--- config.mk ---
export PLATFORM = sky130hd
export DESIGN_NAME = i2s64_slot_rx
export DESIGN_NICKNAME = d
export VERILOG_FILES = /design/src/rtl/i2s64_rx_pkg.sv /design/src/rtl/i2s64_edge_sync.sv /design/src/rtl/i2s64_frame_tracker.sv /design/src/rtl/i2s64_slot_capture.sv /design/src/rtl/i2s64_slot_rx.sv
export SDC_FILE = /design/constraint.sdc
export NUM_CORES = 1
export LEC_CHECK = 0
export ABC_AREA = 1
export CAP_MARGIN = 30
export CORE_UTILIZATION = 59
export DETAILED_ROUTE_END_ITERATION = 8
export PLACE_DENSITY_LB_ADDON = 0.12
export SYNTH_ARGS = -nofsm -noshare
export SYNTH_HDL_FRONTEND = slang
export SYNTH_HIERARCHICAL = 1
export SYNTH_SLANG_ARGS = --single-unit
--- constraint.sdc ---
create_clock -name clk -period 4.5 [get_ports clk]
set_input_delay 1.125 -clock clk [delete_from_list [all_inputs] [get_ports clk]]
set_output_delay 1.125 -clock clk [all_outputs]
set_load 0.01 [all_outputs]
--- src/rtl/i2s64_rx_pkg.sv ---
package i2s64_rx_pkg;
  typedef enum logic {
    TRK_HUNT,
    TRK_RUN
  } trk_state_e;
endpackage

--- src/rtl/i2s64_edge_sync.sv ---
// Oversamples the serial inputs and marks each bit-clock rising edge.
module i2s64_edge_sync #(
  parameter int SYNC_STAGES = 2
) (
  input  logic clk,
  input  logic rst_n,
  input  logic bclk_i,
  input  logic fsync_i,
  input  logic sdata_i,
  output logic bit_tick,
  output logic fs_q,
  output logic sd_q
);
  localparam int LANES = 3;

  for (genvar g = 0; g < SYNC_STAGES; g++) begin : g_stage
    logic [LANES-1:0] d;
    logic [LANES-1:0] q;
    if (g == 0) begin : g_src
      assign d = {bclk_i, fsync_i, sdata_i};
    end else begin : g_chain
      assign d = g_stage[g-1].q;
    end
    always_ff @(posedge clk or negedge rst_n) begin
      if (!rst_n) q <= 3'b110;
      else        q <= d;
    end
  end

  logic [LANES-1:0] last_q;
  logic             bclk_prev;

  assign last_q = g_stage[SYNC_STAGES-1].q;

  always_ff @(posedge clk or negedge rst_n) begin
    if (!rst_n) bclk_prev <= 1'b1;
    else        bclk_prev <= last_q[2];
  end

  assign bit_tick = last_q[2] & ~bclk_prev;
  assign fs_q     = last_q[1];
  assign sd_q     = last_q[0];
endmodule

--- src/rtl/i2s64_frame_tracker.sv ---
// Follows the bit position in the frame and checks frame sync on every bit.
module i2s64_frame_tracker
  import i2s64_rx_pkg::*;
#(
  parameter int SLOT_W = 32
) (
  input  logic clk,
  input  logic rst_n,
  input  logic bit_tick,
  input  logic fs_q,
  input  logic ovf_req,
  output logic left_done,
  output logic right_done,
  output logic bad_bit,
  output logic sync_err_o
);
  localparam int FRAME_W = 2 * SLOT_W;
  localparam int CNT_W   = $clog2(FRAME_W);
  localparam logic [CNT_W-1:0] LAST_L = CNT_W'(SLOT_W - 1);
  localparam logic [CNT_W-1:0] LAST_R = CNT_W'(FRAME_W - 1);

  trk_state_e       state;
  logic [CNT_W-1:0] pos;
  logic             fs_prev;
  logic             fs_rise;
  logic             expect_fs;
  logic             running;
  logic             good_bit;

  assign fs_rise    = fs_q & ~fs_prev;
  assign expect_fs  = (pos <= LAST_L);
  assign running    = (state == TRK_RUN);
  assign bad_bit    = bit_tick & running & (fs_q != expect_fs);
  assign good_bit   = bit_tick & running & ~bad_bit;
  assign left_done  = good_bit & (pos == LAST_L);
  assign right_done = good_bit & (pos == LAST_R);

  always_ff @(posedge clk or negedge rst_n) begin
    if (!rst_n) begin
      state      <= TRK_HUNT;
      pos        <= '0;
      fs_prev    <= 1'b1;
      sync_err_o <= 1'b0;
    end else begin
      sync_err_o <= 1'b0;
      if (bit_tick) begin
        fs_prev <= fs_q;
        if (!running) begin
          if (fs_rise) begin
            state <= TRK_RUN;
            pos   <= CNT_W'(1);
          end
        end else if (bad_bit) begin
          sync_err_o <= 1'b1;
          if (fs_rise) pos <= CNT_W'(1);
          else         state <= TRK_HUNT;
        end else if (ovf_req) begin
          state <= TRK_HUNT;
        end else begin
          pos <= pos + CNT_W'(1);
        end
      end
    end
  end
endmodule

--- src/rtl/i2s64_slot_capture.sv ---
// Shifts serial data, keeps the low bits of each slot, drives the pair stream.
module i2s64_slot_capture #(
  parameter int SAMPLE_W = 16
) (
  input  logic                       clk,
  input  logic                       rst_n,
  input  logic                       bit_tick,
  input  logic                       sd_q,
  input  logic                       left_done,
  input  logic                       right_done,
  input  logic                       drop,
  input  logic                       out_ready,
  output logic                       out_valid,
  output logic signed [SAMPLE_W-1:0] out_left,
  output logic signed [SAMPLE_W-1:0] out_right,
  output logic                       ovf_req,
  output logic                       overrun_o
);
  logic [SAMPLE_W-1:0] shreg;
  logic [SAMPLE_W-1:0] shreg_nxt;
  logic [SAMPLE_W-1:0] left_hold;

  assign shreg_nxt = {shreg[SAMPLE_W-2:0], sd_q};
  assign ovf_req   = right_done & out_valid & ~out_ready;

  always_ff @(posedge clk or negedge rst_n) begin
    if (!rst_n) begin
      shreg     <= '0;
      left_hold <= '0;
      out_valid <= 1'b0;
      out_left  <= '0;
      out_right <= '0;
      overrun_o <= 1'b0;
    end else begin
      overrun_o <= 1'b0;
      if (bit_tick)  shreg     <= shreg_nxt;
      if (left_done) left_hold <= shreg_nxt;
      if (drop) begin
        out_valid <= 1'b0;
      end else if (ovf_req) begin
        out_valid <= 1'b0;
        overrun_o <= 1'b1;
      end else if (right_done) begin
        out_valid <= 1'b1;
        out_left  <= left_hold;
        out_right <= shreg_nxt;
      end else if (out_valid && out_ready) begin
        out_valid <= 1'b0;
      end
    end
  end
endmodule

--- src/rtl/i2s64_slot_rx.sv ---
module i2s64_slot_rx #(
  parameter int SLOT_W      = 32,
  parameter int SAMPLE_W    = 16,
  parameter int SYNC_STAGES = 2
) (
  input  logic                       clk,
  input  logic                       rst_n,
  input  logic                       bclk_i,
  input  logic                       fsync_i,
  input  logic                       sdata_i,
  input  logic                       pair_ready,
  output logic                       pair_valid,
  output logic signed [SAMPLE_W-1:0] pair_left,
  output logic signed [SAMPLE_W-1:0] pair_right,
  output logic                       sync_err,
  output logic                       overrun
);
  logic bit_tick, fs_q, sd_q;
  logic left_done, right_done, bad_bit, ovf_req;

  i2s64_edge_sync #(.SYNC_STAGES(SYNC_STAGES)) u_sync (
    .clk      (clk),
    .rst_n    (rst_n),
    .bclk_i   (bclk_i),
    .fsync_i  (fsync_i),
    .sdata_i  (sdata_i),
    .bit_tick (bit_tick),
    .fs_q     (fs_q),
    .sd_q     (sd_q)
  );

  i2s64_frame_tracker #(.SLOT_W(SLOT_W)) u_track (
    .clk        (clk),
    .rst_n      (rst_n),
    .bit_tick   (bit_tick),
    .fs_q       (fs_q),
    .ovf_req    (ovf_req),
    .left_done  (left_done),
    .right_done (right_done),
    .bad_bit    (bad_bit),
    .sync_err_o (sync_err)
  );

  i2s64_slot_capture #(.SAMPLE_W(SAMPLE_W)) u_cap (
    .clk        (clk),
    .rst_n      (rst_n),
    .bit_tick   (bit_tick),
    .sd_q       (sd_q),
    .left_done  (left_done),
    .right_done (right_done),
    .drop       (bad_bit),
    .out_ready  (pair_ready),
    .out_valid  (pair_valid),
    .out_left   (pair_left),
    .out_right  (pair_right),
    .ovf_req    (ovf_req),
    .overrun_o  (overrun)
  );
endmodule

Yosys cells after proc, flatten, opt, wreduce, memory -nomap -nowiden:

Cells that the tools add are included.

* flip-flop bits (word level): 81
* output and inout bits: 35
* word-level logic and storage cells: 54

* $add $sub $neg: 1
* magnitude comparators: 1
* equality and inequality tests: 4
* mux-type cells: 17
* bitwise gates (word level): 14
* reductions and logical operators: 4

Operators by type and width (count)
* 2-to-1 mux 6 bit: 4
* 2-to-1 mux 1 bit: 13
* AND 1 bit: 9
* adder 6 x 1 -> 6 bit, second input constant: 1
* == test 6 x 5 -> 1 bit, second input constant: 1
* == test 6 bit, second input constant: 1
* less-or-equal comparator 6 x 5 -> 1 bit, second input constant: 1
* inverter 1 bit: 5
* nonzero test 4 bit: 1
* inequality test 3 x 2 -> 1 bit, second input constant: 1
* AND reduction 3 bit: 1
* AND reduction 2 bit: 1
* logical AND 1 bit: 1
* inequality test 1 bit: 1

Logic depth before layout (Yosys ltp):

* depth after elaboration: 12
* mapped depth: 15
* gate-level depth less buffers: 15

Modules after synthesis:

The synthesis kept the hierarchy.

By module, submodules not included
* i2s64_slot_capture: instances 1, cells each 265, area each 2513.7 um2, sequential area each 1626.6 um2
* i2s64_frame_tracker: instances 1, cells each 94, area each 640.6 um2, sequential area each 226.5 um2
* i2s64_edge_sync: instances 1, cells each 9, area each 191.4 um2, sequential area each 181.4 um2

Worst setup path after synthesis:

No wires, ideal clock.

* path kind: register to register
* start point: reg u_sync.g_stage[1].q[2]
* end point: reg u_track.pos[2]
* setup time: 0.113 ns
* arrival: 1.755 ns
* required time: 4.387 ns
* setup slack: 2.632 ns
* cell stages (with the launch flop): 16
* path buffers: 0
* clock period less this slack: 1.868 ns
* path through: dfstp_2 -> inv_1 -> nor2_2 -> nand2_1 -> inv_2 -> nand4_1 -> nor2_1 -> nand3_1 -> inv_1 -> inv_1 -> nand4_1 -> inv_1 -> nand2_1 -> nand2_1 -> nand2_1 -> inv_1

* word-level cells in the longest chain between the ends: 10
* elaborated cells between the ends (all ways): 12
* classes of those cells: 1 x eq/ne; 2 x mux; 8 x bitwise; 1 x reduce/logical

Ends and longest elaborated chain
* from (decl): line i2s64_edge_sync.sv:18 `logic [LANES-1:0] q;`
* from (signal assigned): line i2s64_edge_sync.sv:25 `if (!rst_n) q <= 3'b110;`
* from (signal assigned): line i2s64_edge_sync.sv:26 `else q <= d;`
* AND 1 bit *: line i2s64_edge_sync.sv:40 `assign bit_tick = last_q[2] & ~bclk_prev;`
* net bit_tick: line i2s64_slot_rx.sv:18 `logic bit_tick, fs_q, sd_q;`
* AND 1 bit *: line i2s64_frame_tracker.sv:33, i2s64_frame_tracker.sv:34
* AND 1 bit: line i2s64_frame_tracker.sv:33 `assign bad_bit = bit_tick & running & (fs_q != expect_fs);`
* inverter 1 bit (no source line)
* AND 1 bit *: line i2s64_frame_tracker.sv:34 `assign good_bit = bit_tick & running & ~bad_bit;`
* AND 1 bit *: line i2s64_frame_tracker.sv:36 `assign right_done = good_bit & (pos == LAST_R);`
* net right_done: line i2s64_slot_rx.sv:19 `logic left_done, right_done, bad_bit, ovf_req;`
* AND 1 bit * (2 in series): line i2s64_slot_capture.sv:24 `assign ovf_req = right_done & out_valid & ~out_ready;`
* net ovf_req: line i2s64_slot_rx.sv:19
* inequality test 3 x 2 -> 1 bit (no source line) *
* AND reduction 2 bit (no source line) *
* to (signal assigned): line i2s64_frame_tracker.sv:60 `pos <= pos + CNT_W'(1);`
* to (decl): line i2s64_frame_tracker.sv:23 `logic [CNT_W-1:0] pos;`

Mark *: on every way through the listed nets, which the timed path passes. The rest lies on a longest branch.
A chain may end at the register's enable or synchronous reset.

Worst setup path in the final report:

* start point: reg u_sync.g_stage[1].q[2]
* end point: reg u_cap.out_right[15]

* word-level cells in the longest chain between the ends: 10

Ends and longest elaborated chain
* AND 1 bit *: line i2s64_edge_sync.sv:40
* net bit_tick: line i2s64_slot_rx.sv:18
* AND 1 bit *: line i2s64_frame_tracker.sv:33, i2s64_frame_tracker.sv:34
* AND 1 bit: line i2s64_frame_tracker.sv:33
* inverter 1 bit (no source line)
* AND 1 bit *: line i2s64_frame_tracker.sv:34
* AND 1 bit *: line i2s64_frame_tracker.sv:36
* net right_done: line i2s64_slot_rx.sv:19
* AND 1 bit (2 in series): line i2s64_slot_capture.sv:24
* inverter 1 bit (no source line)
* AND reduction 3 bit (no source line) *
* to (signal assigned): line i2s64_slot_capture.sv:46 `out_right <= shreg_nxt;`
* to (decl): line i2s64_slot_capture.sv:15 `output logic signed [SAMPLE_W-1:0] out_right,`

Marks and branches as above.

==> impl_metrics.json <==
{
  "ant_nets": 0,
  "antenna_found_initial": 0,
  "gr-usage-met2_pct": 35.6,
  "min_period_ps": 2670,
  "synth_warnings": 6,
  "cp_slowest_cell": "nor2_4",
  "crit_path_end": "u_cap/out_right[15]",
  "wl_mm": 5.99,
  "hold_path_class": "register to register",
  "setup_violations": 0,
  "cp_common_cell": "nand2_1",
  "fin_nets": 413,
  "grt_pass1_vias": 2289,
  "cp.depth": 11,
  "die_h_um": 77.3,
  "cts_resized": 0,
  "drive_above_1_share_pct": 10.5,
  "grt-ovfl-total": 0,
  "port_buffers": 40,
  "synth_cells": 368,
  "hold_violations": 0,
  "multi_input_area_um2": 1070,
  "avgViaCountPerCell": 5.10,
  "syn2layout_area_growth_pct": 18.0,
  "final_util_pct": 72.2,
  "synth.cell_area_um2": 3350,
  "clk_latency_ps": 340,
  "synth_edf_count": 0,
  "fin_crit_sh_pct": 59.2,
  "final_common_cell": "nand2_1",
  "r2r_cells": 11,
  "slew_headroom_pct": 51.7,
  "path_max_fanout": 33,
  "gp_congestion": 0.830,
  "drc": 0,
  "use_met3_pct": 4.29,
  "final-seq-area_um2": 2030,
  "final_cell_area_um2": 3950,
  "max_cap_viol_count": 0,
  "die-area_um2": 5980,
  "cts_made_buffers": 9,
  "synth_flop_cell": "dfrtp_1",
  "grtUsageMet1_pct": 30.6,
  "grt-busiest-layer": "met2",
  "cts_tree": "yes",
  "p_per_area_nw_per_um2": 364,
  "n_antenna_cell": 0,
  "path_buf_inv": 3,
  "outcome": "finished, final reports clean",
  "ir_worst_vdd_uv": 296,
  "rsz0062_at_grt": "false",
  "postCtsHoldBufs": 0,
  "critPathKind": "register to register",
  "skew_ps": 10.2,
  "nFillCells": 430,
  "fp-row-count": 27,
  "reg2reg_slack_ps": 1830,
  "cts_root_buf": "clkbuf_8",
  "crit_path_start_kind": "register",
  "clkSlewWorstSetupHoldPaths_ps": 80,
  "finalSetupTns_ps": 0,
  "dr_total_vias": 2461,
  "endpoint_kind": "register",
  "final_cell_mix": "nand2_1 (115), dfrtp_1 (75), nand3_1 (40), clkdlybuf4s50_1 (39), inv_1 (29)",
  "groute.usage.overall_pct": 22.6,
  "wl_per_cell_um": 12.4,
  "core_area_um2": 5470,
  "grt_max_degree": 82,
  "r2r_end": "u_cap/out_right[15]",
  "leakage_nw": 1.98,
  "ys_seq_area_share_pct": 60.8,
  "crit_chain": "inv_1, nor2_2, nand2_1, inv_2, nand4_1, nor2_1, inv_2, nor2_4, nand2_2, nand2_1, nand2_1",
  "htree_levels": 3,
  "worstPathRequired_ps": 4730,
  "setup.worst_path.start": "u_sync/g_stage[1].q[2]",
  "synthArstFlopShare_pct": 100,
  "fmax_mhz": 375,
  "tightest_slew_ps": 723,
  "arrival_ps": 2890,
  "drv_slew": 0,
  "timing.rr.start": "u_sync/g_stage[1].q[2]",
  "hpwl_mm": 3.98,
  "grt_pass1_wl_mm": 10.4,
  "path_delay_family": "simple AND/OR/NAND/NOR gates",
  "clk_path_buf_depth": 2,
  "syn_area_per_cell_um2": 9.09,
  "start_util_pct": 61.1,
  "cts_setup_buffers": 0,
  "dpl-instance-area_um2": 3760,
  "fp.dieW_um": 77.3,
  "ys_types": 25,
  "synth_fp_nets": 375,
  "drt_iter0_markers": 180,
  "cts_sinks": 81,
  "boundaryPins": 41,
  "synth-seq-cells": 81,
  "crit_path_max_incr_delay_ps": 560,
  "first_pass_iters": 4
}
## power breakdown
part / internal (W) / leakage (nW) / switching [W]
logic: 0.0000549 / 0.841 / 0.0000927
clock network: 0.000199 / 0.0753 / 0.000249
registers: 0.000787 / 1.06 / 0.0000560
## final cells by class
cell class,count,area share [%]
Multi-Input combinational cell,236,27.0
Clock buffer,11,3.33
Clock inverter,5,0.824
Inverter,35,3.36
Timing Repair Buffer,43,11.7
Tap cell,72,2.28
Sequential cell,81,51.5
## worst min path at each step
stage                        endpoint  cells past startpoint  slack (ps)              startpoint
3_3_place_gp   u_sync/g_stage[1].q[0]                      0         330  u_sync/g_stage[0].q[0]
6_report       u_sync/g_stage[1].q[0]                      0         350  u_sync/g_stage[0].q[0]
5_1_grt        u_sync/g_stage[1].q[2]                      0         360  u_sync/g_stage[0].q[2]
2_1_floorplan  u_sync/g_stage[1].q[0]                      0         330  u_sync/g_stage[0].q[0]
3_5_place_dp   u_sync/g_stage[1].q[1]                      0         350  u_sync/g_stage[0].q[1]
4_1_cts        u_sync/g_stage[1].q[1]                      0         360  u_sync/g_stage[0].q[1]
## synthesized netlist by cell type (3+ instances only)
| master | n | share of area (%) |
|---|---|---|
| nand2_1 | 115 | 13 |
| dfrtp_1 | 75 | 56 |
| nand3_1 | 40 | 6.0 |
| inv_1 | 29 | 3.3 |
| nor2_1 | 26 | 2.9 |
| a21oi_1 | 17 | 2.5 |
| o21ai_1 | 14 | 2.1 |
| buf_2 | 8 | 1.2 |
| dfstp_2 | 6 | 4.7 |
| nand2_2 | 6 | 1.1 |
| inv_2 | 5 | 0.56 |
| o21ai_0 | 5 | 0.75 |
| buf_4 | 3 | 0.67 |
| buf_6 | 3 | 1.0 |
| nand4_1 | 3 | 0.56 |
| nor3_1 | 3 | 0.45 |
## registers in the layout, summed over array words and instances (netlist names)
| signal | count |
|---|---|
| u_cap/out_left | 16 |
| u_cap/out_right | 16 |
| u_track/sync_err_o | 1 |
| u_cap/out_valid | 1 |
| u_cap/overrun_o | 1 |
| u_cap/shreg | 15 |
| u_track/fs_prev | 1 |
| u_cap/left_hold | 16 |
| u_sync/g_stage.q | 6 |
| u_sync/bclk_prev | 1 |
| u_track/running | 1 |
| u_track/pos | 6 |
## cell families after synthesis
family / Yosys count / synth area share (%)
AND/OR/NAND/NOR: 197 / 25.2
flip-flops: 81 / 60.8
buffers and inverters: 51 / 7.37
AO/OA/AOI/OAI: 38 / 6.28
adder cells (fa/ha/maj): 1 / 0.374
## metal layers
layer | vias to the layer above | share of wire, %
li1 | 1236 | -
met1 | 1172 | 46
met2 | 45 | 49
met3 | 8 | 2.8
met4 | 0 | 1.5
met5 | - | 0
## worst register-to-register path, cell delays in order (launching register included)
cell	delay, ps
dfstp_2	530
inv_1	40
nor2_2	80
nand2_1	70
inv_2	90
nand4_1	110
nor2_1	180
inv_2	70
nor2_4	560
nand2_2	540
nand2_1	210
nand2_1	60
## through the flow
stage	worst slack [ps]	std cells	total power, W	hold WS (ps)
2_1_floorplan	2630	368	0.000953	331
3_3_place_gp	1530	465	0.000992	334
3_5_place_dp	1480	466	0.00100	347
4_1_cts	1800	482	0.00145	358
5_1_grt	1520	483	0.00151	363
6_report	1830	483	0.00144	355
Power figures use the tool's default switching activity.
